==> config.mk <==
export PLATFORM = sky130hd
export DESIGN_NAME = i2csr_slave_rx
export DESIGN_NICKNAME = d
export VERILOG_FILES = /design/src/rtl/i2csr_pkg.sv /design/src/rtl/i2csr_edge.sv /design/src/rtl/i2csr_shift.sv /design/src/rtl/i2csr_ctrl.sv /design/src/rtl/i2csr_slave_rx.sv
export SDC_FILE = /design/constraint.sdc
export NUM_CORES = 1
export LEC_CHECK = 0
export ABC_AREA = 1
export BUFFER_PORTS_ARGS = -buffer_cell sky130_fd_sc_hd__buf_2
export CORE_MARGIN = 8
export CORE_UTILIZATION = 25
export CTS_CLUSTER_DIAMETER = 60
export DETAILED_ROUTE_END_ITERATION = 6
export GPL_TIMING_DRIVEN = 0
export HOLD_SLACK_MARGIN = 0.03
export SYNTH_ARGS = -nofsm -noshare
export SYNTH_HDL_FRONTEND = slang
export SYNTH_SLANG_ARGS = --single-unit
export TNS_END_PERCENT = 1
==> constraint.sdc <==
create_clock -name clk -period 4.3 [get_ports clk]
set_input_delay 0.215 -clock clk [delete_from_list [all_inputs] [get_ports clk]]
set_output_delay 0.215 -clock clk [all_outputs]
set_load 0.005 [all_outputs]
==> src/rtl/i2csr_pkg.sv <==
package i2csr_pkg;
  localparam int BYTE_W = 8;

  typedef enum logic [1:0] {
    SR_IDLE = 2'd0,   // not addressed
    SR_ADDR = 2'd1,   // collecting address byte
    SR_DATA = 2'd2    // addressed, collecting data bytes
  } sr_state_t;

  localparam logic [7:0] CODE_OWN_ADDR = 8'h60;
  localparam logic [7:0] CODE_GC_ADDR  = 8'h70;
  localparam logic [7:0] CODE_OWN_ACK  = 8'h80;
  localparam logic [7:0] CODE_OWN_NAK  = 8'h88;
  localparam logic [7:0] CODE_GC_ACK   = 8'h90;
  localparam logic [7:0] CODE_GC_NAK   = 8'h98;
  localparam logic [7:0] CODE_BOUNDARY = 8'hA0;
  localparam logic [7:0] CODE_NO_INFO  = 8'hF8;
  localparam logic [7:0] CODE_BUS_ERR  = 8'h00;

  // own address with write direction
  function automatic logic own_hit(input logic [7:0] rx, input logic [7:0] areg);
    return (rx[7:1] == areg[7:1]) && !rx[0];
  endfunction

  // general call, only when enabled in bit 0 of the address register
  function automatic logic gc_hit(input logic [7:0] rx, input logic [7:0] areg);
    return (rx == 8'h00) && areg[0];
  endfunction

  function automatic logic [7:0] data_code(input logic gc, input logic acked);
    case ({gc, acked})
      2'b01:   return CODE_OWN_ACK;
      2'b00:   return CODE_OWN_NAK;
      2'b11:   return CODE_GC_ACK;
      default: return CODE_GC_NAK;
    endcase
  endfunction
endpackage

==> src/rtl/i2csr_edge.sv <==
module i2csr_edge (
  input  logic clk,
  input  logic rst,
  input  logic line_in,
  output logic rise,
  output logic fall
);
  logic line_q;

  always_ff @(posedge clk) begin
    if (rst) line_q <= 1'b1;
    else     line_q <= line_in;
  end

  assign rise = line_in & ~line_q;
  assign fall = ~line_in & line_q;
endmodule

==> src/rtl/i2csr_shift.sv <==
module i2csr_shift #(
  parameter int W = 8,
  localparam int CW = $clog2(W + 2)
) (
  input  logic          clk,
  input  logic          rst,
  input  logic          clr,
  input  logic          hold,
  input  logic          rise,
  input  logic          sda,
  output logic [W-1:0]  shreg,
  output logic [CW-1:0] cnt
);
  localparam logic [CW-1:0] CNT_MAX = CW'(W + 1);
  localparam logic [CW-1:0] CNT_BYTE = CW'(W);

  always_ff @(posedge clk) begin
    if (rst) begin
      shreg <= '0;
      cnt   <= '0;
    end else if (clr) begin
      cnt <= '0;
    end else if (!hold && rise && cnt != CNT_MAX) begin
      if (cnt < CNT_BYTE) shreg <= {shreg[W-2:0], sda};
      cnt <= cnt + 1'b1;
    end
  end
endmodule

==> src/rtl/i2csr_ctrl.sv <==
module i2csr_ctrl
  import i2csr_pkg::*;
#(
  parameter int W = 8,
  localparam int CW = $clog2(W + 2)
) (
  input  logic          clk,
  input  logic          rst,
  input  logic          fall,
  input  logic [CW-1:0] cnt,
  input  logic [W-1:0]  shreg,
  input  logic          start_det,
  input  logic          stop_det,
  input  logic [7:0]    addr_reg,
  input  logic          aa,
  input  logic          si_clr,
  input  logic          clr_en,
  output logic          cnt_clr,
  output logic          si,
  output logic          sda_low,
  output logic [7:0]    status,
  output logic [W-1:0]  rx_data
);
  localparam logic [CW-1:0] SLOT_OPEN = CW'(W);
  localparam logic [CW-1:0] SLOT_DONE = CW'(W + 1);

  sr_state_t state;
  logic gc_mode, acked, pend;

  // named events for the checks below
  logic clr_ok, boundary, open_slot, close_slot;
  assign clr_ok     = si_clr & clr_en;
  assign boundary   = start_det | stop_det;
  assign open_slot  = fall && (cnt == SLOT_OPEN);
  assign close_slot = fall && (cnt == SLOT_DONE);
  assign cnt_clr    = !si && (boundary || close_slot);

  always_ff @(posedge clk) begin
    if (rst) begin
      state   <= SR_IDLE;
      si      <= 1'b0;
      sda_low <= 1'b0;
      status  <= CODE_NO_INFO;
      rx_data <= '0;
      gc_mode <= 1'b0;
      acked   <= 1'b0;
      pend    <= 1'b0;
    end else if (si) begin
      if (clr_ok) begin
        si     <= 1'b0;
        status <= CODE_NO_INFO;
      end
    end else if (boundary) begin
      pend <= 1'b0;
      if (sda_low) begin
        sda_low <= 1'b0;
        si      <= 1'b1;
        status  <= CODE_BUS_ERR;
        state   <= SR_IDLE;
      end else if (state == SR_DATA) begin
        si     <= 1'b1;
        status <= CODE_BOUNDARY;
        state  <= start_det ? SR_ADDR : SR_IDLE;
      end else begin
        state <= start_det ? SR_ADDR : SR_IDLE;
      end
    end else if (open_slot) begin
      if (state == SR_ADDR) begin
        rx_data <= shreg;
        if (aa && own_hit(shreg[7:0], addr_reg)) begin
          sda_low <= 1'b1;
          acked   <= 1'b1;
          pend    <= 1'b1;
          gc_mode <= 1'b0;
        end else if (aa && gc_hit(shreg[7:0], addr_reg)) begin
          sda_low <= 1'b1;
          acked   <= 1'b1;
          pend    <= 1'b1;
          gc_mode <= 1'b1;
        end else begin
          state <= SR_IDLE;
        end
      end else if (state == SR_DATA) begin
        rx_data <= shreg;
        sda_low <= aa;
        acked   <= aa;
        pend    <= 1'b1;
      end
    end else if (close_slot && pend) begin
      pend    <= 1'b0;
      sda_low <= 1'b0;
      si      <= 1'b1;
      if (state == SR_ADDR) begin
        status <= gc_mode ? CODE_GC_ADDR : CODE_OWN_ADDR;
        state  <= SR_DATA;
      end else begin
        status <= data_code(gc_mode, acked);
        if (!acked) state <= SR_IDLE;
      end
    end
  end


  irq_hold_chk: assert property (@(posedge clk) disable iff (rst)
    (si && !clr_ok) |=> si);

  irq_clear_chk: assert property (@(posedge clk) disable iff (rst)
    $fell(si) |-> ($past(clr_ok) && status == CODE_NO_INFO));

  ack_needs_aa_chk: assert property (@(posedge clk) disable iff (rst)
    $rose(sda_low) |-> $past(aa));

  raised_code_chk: assert property (@(posedge clk) disable iff (rst)
    $rose(si) |-> (status[2:0] == 3'b000 && status != CODE_NO_INFO));

  ack_not_during_irq_chk: assert property (@(posedge clk) disable iff (rst)
    sda_low |-> !si);
endmodule

==> src/rtl/i2csr_slave_rx.sv <==
module i2csr_slave_rx
  import i2csr_pkg::*;
(
  input  logic       clk,
  input  logic       rst,
  input  logic       scl_in,
  input  logic       sda_in,
  input  logic       start_det,
  input  logic       stop_det,
  input  logic [7:0] addr_reg,
  input  logic       aa,
  input  logic       si_clr,
  input  logic       clr_en,
  output logic       scl_low,
  output logic       sda_low,
  output logic [7:0] status,
  output logic [7:0] rx_data,
  output logic       irq
);
  localparam int CW = $clog2(BYTE_W + 2);

  logic scl_rise, scl_fall, cnt_clr, si;
  logic [CW-1:0] cnt;
  logic [BYTE_W-1:0] shreg;

  i2csr_edge u_edge (
    .clk(clk), .rst(rst), .line_in(scl_in), .rise(scl_rise), .fall(scl_fall)
  );

  i2csr_shift #(.W(BYTE_W)) u_shift (
    .clk(clk), .rst(rst), .clr(cnt_clr), .hold(si), .rise(scl_rise),
    .sda(sda_in), .shreg(shreg), .cnt(cnt)
  );

  i2csr_ctrl #(.W(BYTE_W)) u_ctrl (
    .clk(clk), .rst(rst), .fall(scl_fall), .cnt(cnt), .shreg(shreg),
    .start_det(start_det), .stop_det(stop_det), .addr_reg(addr_reg),
    .aa(aa), .si_clr(si_clr), .clr_en(clr_en), .cnt_clr(cnt_clr),
    .si(si), .sda_low(sda_low), .status(status), .rx_data(rx_data)
  );

  assign irq     = si;
  assign scl_low = si;
endmodule

==> results of run 1 <==
[metal layers]
| layer | up-vias | routed length (µm) | track usage |
|---|---|---|---|
| met4 | 0 | 22 | 0.0236 |
| met1 | 718 | 2120 | 0.113 |
| met5 | - | 0 | 0 |
| li1 | 870 | - | - |
| met2 | 32 | 1880 | 0.143 |
| met3 | 2 | 255 | 0.0374 |
[worst max-delay path: stages (launching register included)]
cell     delay, ps
dfxtp_1        340
inv_1          100
ha_1           150
inv_1           40
nor2_2         130
nand2_4        100
nor4_4         440
buf_6          230
nand2_1         60
nand2_1         70
nor2_2          40
[power groups by stage]
stage	registers, µW	logic, µW	clock network, µW
3_5_place_dp	332	97.6	0
2_1_floorplan	331	64.6	0
6_report	324	97.0	258
4_1_cts	325	98.0	267
3_3_place_gp	331	96.9	0
5_1_grt	326	111	280
[area by class of cell]
type / instances / area, µm²
plain buffers: 9 / 61.3
clock buffers: 7 / 96.3
clock inverters: 1 / 5.00
fillers: 740 / 4640
inverters: 35 / 134
multi-input cells: 169 / 866
flip-flops and latches: 33 / 661
well taps: 80 / 100
repair buffers: 32 / 160
[layout by cell type, fill, tap and decap left out, types with 2 or more instances in the layout]
cell type,instances
nor2_2,3
dfxtp_1,33
buf_4,5
o21ai_0,22
o211ai_1,3
buf_2,33
ha_1,5
nand4_1,6
nor3b_1,2
clkbuf_1,2
nor2_1,22
nor3_1,5
conb_1,3
inv_1,33
clkbuf_8,7
nand3_1,11
nand2_1,51
nor4_1,2
a21oi_1,26
[state kept, by name, indices dropped and copies added, names as in the netlist]
register        flops
u_ctrl.acked        1
u_ctrl.gc_mode      1
u_ctrl.pend         1
u_ctrl.rx_data      8
u_ctrl.sda_low      1
u_ctrl.si           1
u_ctrl.state        2
u_ctrl.status       5
u_edge.line_q       1
u_shift.cnt         4
u_shift.shreg       8
[synth_stat cells (all sizes together)]
cell	n	area share
xor2	1	0.0051
ha	5	0.036
clkbuf	2	0.0044
nor3	5	0.015
conb	1	0.0022
o211ai	3	0.013
o21ai	22	0.064
nor3b	2	0.0088
nand2	52	0.12
nand4	7	0.029
buf	7	0.031
a211oi	1	0.0044
nor4	3	0.020
inv	35	0.078
nand3	12	0.038
dfxtp	33	0.39
a21oi	27	0.081
nor2	26	0.066
[logic make-up (layout without fill, tap and decap cells)]
family,after synthesis,count (layout),synth area share
AND/OR/NAND/NOR,107,107,0.294
adder cells (fa/ha/maj),5,5,0.0365
AO/OA/AOI/OAI,53,53,0.163
flip-flops,33,33,0.385
XOR/XNOR,1,1,0.00511
other,1,3,0.00219
buffers and inverters,44,84,0.114
[through the flow]
stage / util / cells / setup slack, ps / total power [µW]
after floorplan: - / 246 / 2770 / 396
after global placement: 0.295 / 358 / 2530 / 428
after detailed placement: 0.295 / 358 / 2500 / 429
after CTS: 0.310 / 366 / 2480 / 690
after global routing: 0.310 / 366 / 2300 / 718
final: 0.310 / 366 / 2490 / 680
[path summary, 6_finish.rpt]
check | end | from | cells after the start | slack, ps
worst max-delay path | u_ctrl.acked | u_shift.cnt[0] | 10 | 2490
worst min-delay path | u_edge.line_q | scl_in | 3 | 130
worst max register to register | u_ctrl.acked | u_shift.cnt[0] | 10 | 2490
worst min register to register | u_ctrl.status[3] | u_ctrl.status[3] | 2 | 470
==> run_results.csv, run 1 <==
group,metric,value,unit
status,status,"completed",
logic_synthesis,synthDistinctLibCells,29,
die,dieArea,9760,µm²
finish,diodes,0,
power,internal_power,500,µW
clocking,clock_path_buffers,2,
sta,skew,3.31,ps
routing,vias,1622,
clocking,clk_pin_slew_worst_paths,70,ps
routing,drcViolationCount,0,
routing,first_iter_violations,52,
grt,grt_max_degree,11,
critical_path,crit_path_max_fanout,10,
clocking,postCtsSetupBuffers,0,
clocking,h-tree-depth,2,
routing,routed_wl,4280,µm
die,die_h,98.8,µm
finish,nets,307,
power,p_per_area,326,nW/µm²
sta,fin_crit,1810,ps
power,p_clk_frac,0.380,
die,core_area,6720,µm²
grt,grtUsageTotal,0.0916,
logic_synthesis,synth-seq-cells,33,
finish,layout-drive-gt1-share,0.203,
die,io_pins,36,
critical_path,start_kind,"register",
routing,dr.pass1.iters,4,
finish,synthToLayoutAreaGrowth,21.5,%
sta,holdWs,129,ps
clocking,cts_tree,"done",
die,start_util,0.255,
clocking,clock_latency,280,ps
logic_synthesis,yosysSeqAreaShare,0.385,
clocking,hold_buffers,0,
clocking,clockRootBuffer,"clkbuf_8",
sta,max_freq,553,MHz
grt,grt_pass1_vias,1643,
power,irDropWorstVdd,0.000172,V
die,fp.dieW,98.8,µm
clocking,cts_inserted_buffers,5,
sta,hold_viol_final,0,
power,switching_power,179,µW
power,seqPwrFrac,0.477,
grt,overflow,0,
logic_synthesis,yosys_warnings,0,
placed_design,hpwl,3320,µm
sta,slew_viol_final,0,
critical_path,required,4490,ps
logic_synthesis,synth_area_per_cell,7.03,µm²
sta,setup_tns,0,ps
placed_design,portBuffers,32,
sta,setup_violations,0,
sta,worst_slew_margin_rel,0.618,
routing,via_per_inst,4.43,
power,p_sw_frac,0.264,
logic_synthesis,netlist_area,1710,µm²
clocking,cts_repair_resize_count,0,
clocking,clock-sinks,33,
logic_synthesis,synthCells,244,
critical_path,arrival,2000,ps
power,combPwrFrac,0.143,
critical_path,crit_type,"reg2reg",
min_path,min_path_type,"in2reg",
sta,post-route-period-util,0.421,
placed_design,placed_cell_area,1980,µm²
critical_path,cp-end-kind,"register",
sta,worst_pin_slew,569,ps
grt,antenna_found_initial,0,
finish,design_area,2080,µm²
placed_design,gp_congestion,0.857,
grt,grt_pass1_wl,7360,µm
sta,rsz0062_at_grt,"no",
power,p_leak,0.000968,µW
routing,final_antenna_net_count,0,
routing,wl_per_cell,11.7,µm
die,rows,30,
job,drv_cap,0,
Note: power is estimated with default switching activity, not from simulation.
==> run 2, diff against run 1 <==
==> constraint.sdc (replaced) <==
create_clock -name clk -period 1.7 [get_ports clk]
set_input_delay 0.085 -clock clk [delete_from_list [all_inputs] [get_ports clk]]
set_output_delay 0.085 -clock clk [all_outputs]
set_load 0.005 [all_outputs]
==> run_results.csv, run 2 (synthesis results as in run 1) <==
group,metric,value,unit
status,status,"completed",
grt,grt_pass1_vias,1665,
grt,grt_max_degree,11,
clocking,cts_tree,"done",
min_path,hold_path_end,"u_shift.shreg[0]",
critical_path,cpPeakStageDelay,340,ps
sta,worst_slew_margin_rel,0.664,
sta,setup_violations,0,
power,irDropWorstVdd,0.000444,V
sta,slew_viol_final,0,
critical_path,cp_cell_sequence,"inv_1, ha_1, nor4_4, buf_4, buf_6, nand2_1, nand2_1, nor2_2",
power,p_clk_frac,0.379,
clocking,clockRootBuffer,"clkbuf_8",
power,p_per_area,805,nW/µm²
sta,timing.final.ws_setup,75.7,ps
clocking,clk_pin_slew_worst_paths,70,ps
placed_design,portBuffers,32,
finish,final_cell_mix,"nand2_1 (51), buf_2 (33), inv_1 (32)",
clocking,clock_path_buffers,2,
die,fp.dieW,98.8,µm
finish,layoutNonFillerInstCount,373,
routing,drcViolationCount,0,
die,rows,30,
power,internal_power,1270,µW
die,start_util,0.255,
power,p_sw_frac,0.269,
routing,routed_wl,4440,µm
critical_path,crit_type,"reg2reg",
die,die_h,98.8,µm
grt,antenna_found_initial,0,
clocking,clock_latency,290,ps
critical_path,rr_endpoint,"u_ctrl.acked",
critical_path,critPathTopFamily,"simple AND/OR/NAND/NOR gates",
power,p_leak,0.00100,µW
finish,synthToLayoutAreaGrowth,26.2,%
critical_path,regToRegStartpoint,"u_ctrl.state[0]",
critical_path,path_depth,8,
finish,final_common_cell,"nand2_1",
critical_path,cp-end-kind,"register",
finish,nets,314,
finish,diodes,0,
sta,setup_tns,0,ps
placed_design,place_ws,-103,ps
sta,worst_pin_slew,503,ps
routing,wl_per_cell,11.9,µm
min_path,hold_depth,3,
sta,rsz0062_at_grt,"yes",
sta,post-route-period-util,0.955,
sta,fin_crit,1620,ps
power,seqPwrFrac,0.472,
critical_path,arrival,1810,ps
clocking,h-tree-depth,2,
critical_path,r2r_cells,8,
critical_path,rrSetupSlack,80,ps
finish,layout-drive-gt1-share,0.235,
placed_design,place_inst,358,
sta,hold_viol_final,0,
clocking,cts_inserted_buffers,5,
routing,dr.pass1.iters,4,
die,dieArea,9760,µm²
die,core_area,6720,µm²
critical_path,crit_top_cell,"nand2_1",
sta,skew,4.51,ps
routing,via_per_inst,4.53,
grt,grt_pass1_wl,7450,µm
die,io_pins,36,
placed_design,hpwl,3320,µm
finish,reg.largest.list,"u_ctrl.rx_data: 8 flops, u_shift.shreg: 8 flops, u_ctrl.status: 5 flops",
critical_path,required,1890,ps
routing,final_antenna_net_count,0,
sta,max_freq,616,MHz
power,switching_power,469,µW
min_path,min_path_type,"in2reg",
critical_path,crit_path_max_fanout,10,
grt,grtUsageTotal,0.0924,
routing,vias,1688,
critical_path,cp_num_buf_inv,3,
job,drv_cap,0,
critical_path,start_kind,"register",
power,combPwrFrac,0.149,
sta,holdWs,74.8,ps
min_path,holdCritStartpoint,"sda_in",
placed_design,gp_congestion,0.857,
critical_path,cp_slowest_cell,"dfxtp_1",
grt,overflow,0,
routing,first_iter_violations,59,
clocking,clock-sinks,33,
[run 2: cell types whose count changed in the layout (fill, tap and decap cells not counted), moves of 2 or more]
cell           before  now
dfxtp_2             0    2
nor2_1             22   20
o21ai_0            22   20
dlygate4sd3_1       0    2
dfxtp_1            33   31
buf_4               5    8
[run 2: power by group through the flow]
stage | logic, µW | registers, µW | clock network [µW]
finish | 259 | 821 | 661
global route | 297 | 826 | 709
CTS | 252 | 821 | 676
detailed placement | 247 | 839 | 0
global placement | 245 | 838 | 0
floorplan | 163 | 838 | 0
[run 2: final cells by class]
type,instances,area [µm²]
fill,738,4560
multi-input combinational,170,890
sequential,33,663
timing repair buffer,38,210
inverter,35,134
tap,80,100
clock buffer,7,96.3
buffer,9,65.1
clock inverter,1,5.00
[run 2: metal layers]
metal  GRT usage  share of wire  vias up
met5           0              0        -
met4      0.0236          0.010        0
met3      0.0374          0.059        7
met2       0.146           0.44       32
met1       0.114           0.49      763
li1            -              -      886
[run 2: what timing repair did]
| item | 4_1_cts | 5_1_grt |
|---|---|---|
| hold buffers | 2 | 0 |
| endpoints found under the hold margin | 3 | 0 |
| gates resized for setup | 2 | 9 |
| cloned | 0 | 1 |
| setup buffers | 2 | 2 |
| endpoints found under the setup margin | 16 | 31 |
| pin swaps | 1 | 3 |
[run 2: per-stage QoR]
stage | util | cell area (µm²) | power (µW)
after floorplan | - | 1720 | 1000
after global placement | 0.295 | 1980 | 1080
after detailed placement | 0.295 | 1980 | 1090
after CTS | 0.316 | 2120 | 1750
after global routing | 0.322 | 2160 | 1830
final | 0.322 | 2160 | 1740
[run 2: worst max path at each step]
stage | slack [ps] | end | from
after global placement | -70 | u_ctrl.acked | u_shift.cnt[0]
final | 80 | u_ctrl.acked | u_ctrl.state[0]
after floorplan | 170 | u_ctrl.status[3] | u_shift.cnt[0]
after CTS | -10 | u_shift.shreg[5] | u_shift.cnt[1]
after detailed placement | -100 | u_ctrl.acked | u_shift.cnt[0]
after global routing | -20 | u_ctrl.acked | scl_in
[run 2: worst reg2reg max path: stages, from the launching register on]
cell     delay, ps
dfxtp_1        340
inv_1           60
ha_1           340
nor4_4         310
buf_4          170
buf_6          140
nand2_1         60
nand2_1         70
nor2_2          40
==> run 3, diff against run 2 <==
--- a/config.mk
+++ b/config.mk
@@ -13,6 +13,7 @@
 export DETAILED_ROUTE_END_ITERATION = 6
 export GPL_TIMING_DRIVEN = 0
 export HOLD_SLACK_MARGIN = 0.03
+export REMOVE_ABC_BUFFERS = 1
 export SYNTH_ARGS = -nofsm -noshare
 export SYNTH_HDL_FRONTEND = slang
 export SYNTH_SLANG_ARGS = --single-unit
==> run_results.csv, run 3 (synthesis results as in run 1) <==
group,metric,value,unit
sta,rsz0062_at_grt,"yes",
grt,grt_pass1_wl,7380,µm
finish,final_cell_mix,"nand2_1 (51), buf_2 (32), inv_1 (31), dfxtp_1 (31), a21oi_1 (25)",
die,io_pins,36,
die,start_util,0.255,
routing,final_antenna_net_count,0,
routing,drcViolationCount,0,
critical_path,cp-end-kind,"register",
finish,synthToLayoutAreaGrowth,29.3,%
finish,nets,309,
routing,wl_per_cell,12.2,µm
placed_design,hpwl,3090,µm
critical_path,crit_path_max_fanout,8,
routing,dr.pass1.iters,4,
grt,grtUsageTotal,0.0924,
grt,antenna_found_initial,0,
critical_path,cp_slowest_cell,"dlygate4sd3_1",
critical_path,arrival,1820,ps
grt,met1_usage,0.115,
power,p_per_area,842,nW/µm²
finish,final_core_util,0.330,
sta,worst_pin_slew,724,ps
routing,vias,1675,
critical_path,crit_top_cell,"nand2_1",
placed_design,gp_congestion,0.845,
grt,overflow,0,
power,design_power_total,1870,µW
sta,skew,1.94,ps
min_path,min_path_type,"in2reg",
clocking,cts_tree,"done",
grt,met3_usage,0.0303,
clocking,clock_path_buffers,2,
critical_path,cp_cell_sequence,"dlygate4sd3_1, buf_2, inv_1, nand2_1, inv_1, nand2_4, nor2_4, nand4_1, nand2_1, nand2_1, a21oi_1",
finish,register_area,663,µm²
grt,grt_pass1_vias,1651,
die,rows,30,
die,core_area,6720,µm²
critical_path,critPathTopFamily,"buffers and inverters",
critical_path,required,1920,ps
grt,grt_max_degree,27,
finish,final_common_cell,"nand2_1",
die,die_h,98.8,µm
finish,diodes,0,
sta,worst_slew_margin_rel,0.517,
finish,layout-drive-gt1-share,0.240,
grt,grtUsageMet2,0.144,
critical_path,cpPeakStageDelay,530,ps
critical_path,crit_type,"in2reg",
critical_path,cp_num_buf_inv,4,
sta,fin_crit,1600,ps
die,fp.dieW,98.8,µm
sta,post-route-period-util,0.941,
clocking,clockRootBuffer,"clkbuf_8",
sta,max_freq,625,MHz
routing,via_per_inst,4.55,
clocking,h-tree-depth,2,
critical_path,start_kind,"input pin",
sta,hold_viol_final,0,
sta,setup_violations,0,
job,drv_cap,0,
sta,setup_tns,0,ps
status,status,"completed",
clocking,cts_inserted_buffers,5,
placed_design,portBuffers,32,
finish,multi_input_area,942,µm²
clocking,clock_latency,290,ps
die,dieArea,9760,µm²
grt,busiest_layer,"met2",
power,p_leak,0.000995,µW
routing,first_iter_violations,51,
clocking,clk_pin_slew_worst_paths,70,ps
finish,reg.largest.list,"u_ctrl.rx_data: 8 flops, u_shift.shreg: 8 flops, u_ctrl.status: 5 flops",
sta,slew_viol_final,0,
finish,num-fill-cells,723,
clocking,clock-sinks,33,
routing,routed_wl,4490,µm
power,irDropWorstVdd,0.000305,V
==> run 3: changes by cell type in the layout (fill, tap and decap cells not counted), moves of 2 or more <==
cell / previous run / this run
nor2_4: 2 / 4
dlygate4sd3_1: 2 / 4
buf_4: 8 / 4
nor2_1: 20 / 18
==> run 3: cell type report <==
cell class / instances / area share
Multi-Input combinational cell: 170 / 0.425
Tap cell: 80 / 0.0451
Clock buffer: 7 / 0.0389
Timing Repair Buffer: 42 / 0.118
Inverter: 35 / 0.0604
Sequential cell: 33 / 0.299
Clock inverter: 1 / 0.0135
==> run 3: report_power, final <==
part | switching [µW] | internal, µW
clock network | 299 | 478
logic | 157 | 105
registers | 25.4 | 803
==> run 3: stage by stage <==
stage	area (µm²)	instances	hold WS [ps]	setup WS [ps]
after floorplan	1660	237	154	101
after global routing	2220	368	141	-48.3
final	2220	368	93.8	100
after CTS	2100	363	102	-0.671
after detailed placement	1920	349	322	-246
after global placement	1920	349	316	-207
==> run 3: metal layers <==
metal	vias up	part of all wire
li1	881	-
met1	744	0.49
met2	42	0.44
met3	8	0.053
met4	0	0.014
met5	-	0
==> run 3: timing repair <==
item / 4_1_cts / 5_1_grt
gates cloned: 0 / 1
setup buffers: 2 / 4
resized for setup: 2 / 21
setup endpoints to repair: 22 / 31
pin swaps: 1 / 8
hold buffers: 4 / 0
hold endpoints to repair: 3 / 0
==> run 3: final timing paths <==
check | from | end | slack (ps) | cells after the start
worst max-delay path | scl_in | u_ctrl.pend | 100 | 11
worst max register to register | u_shift.cnt[1] | u_shift.shreg[5] | 110 | 9
worst min register to register | u_ctrl.status[7] | u_ctrl.status[7] | 470 | 2
worst min-delay path | sda_in | u_shift.shreg[0] | 90 | 3
==> run 3: worst min-delay path: stages <==
cell and delay (ps):
buf_2 80, o21ai_0 70, a21oi_1 110
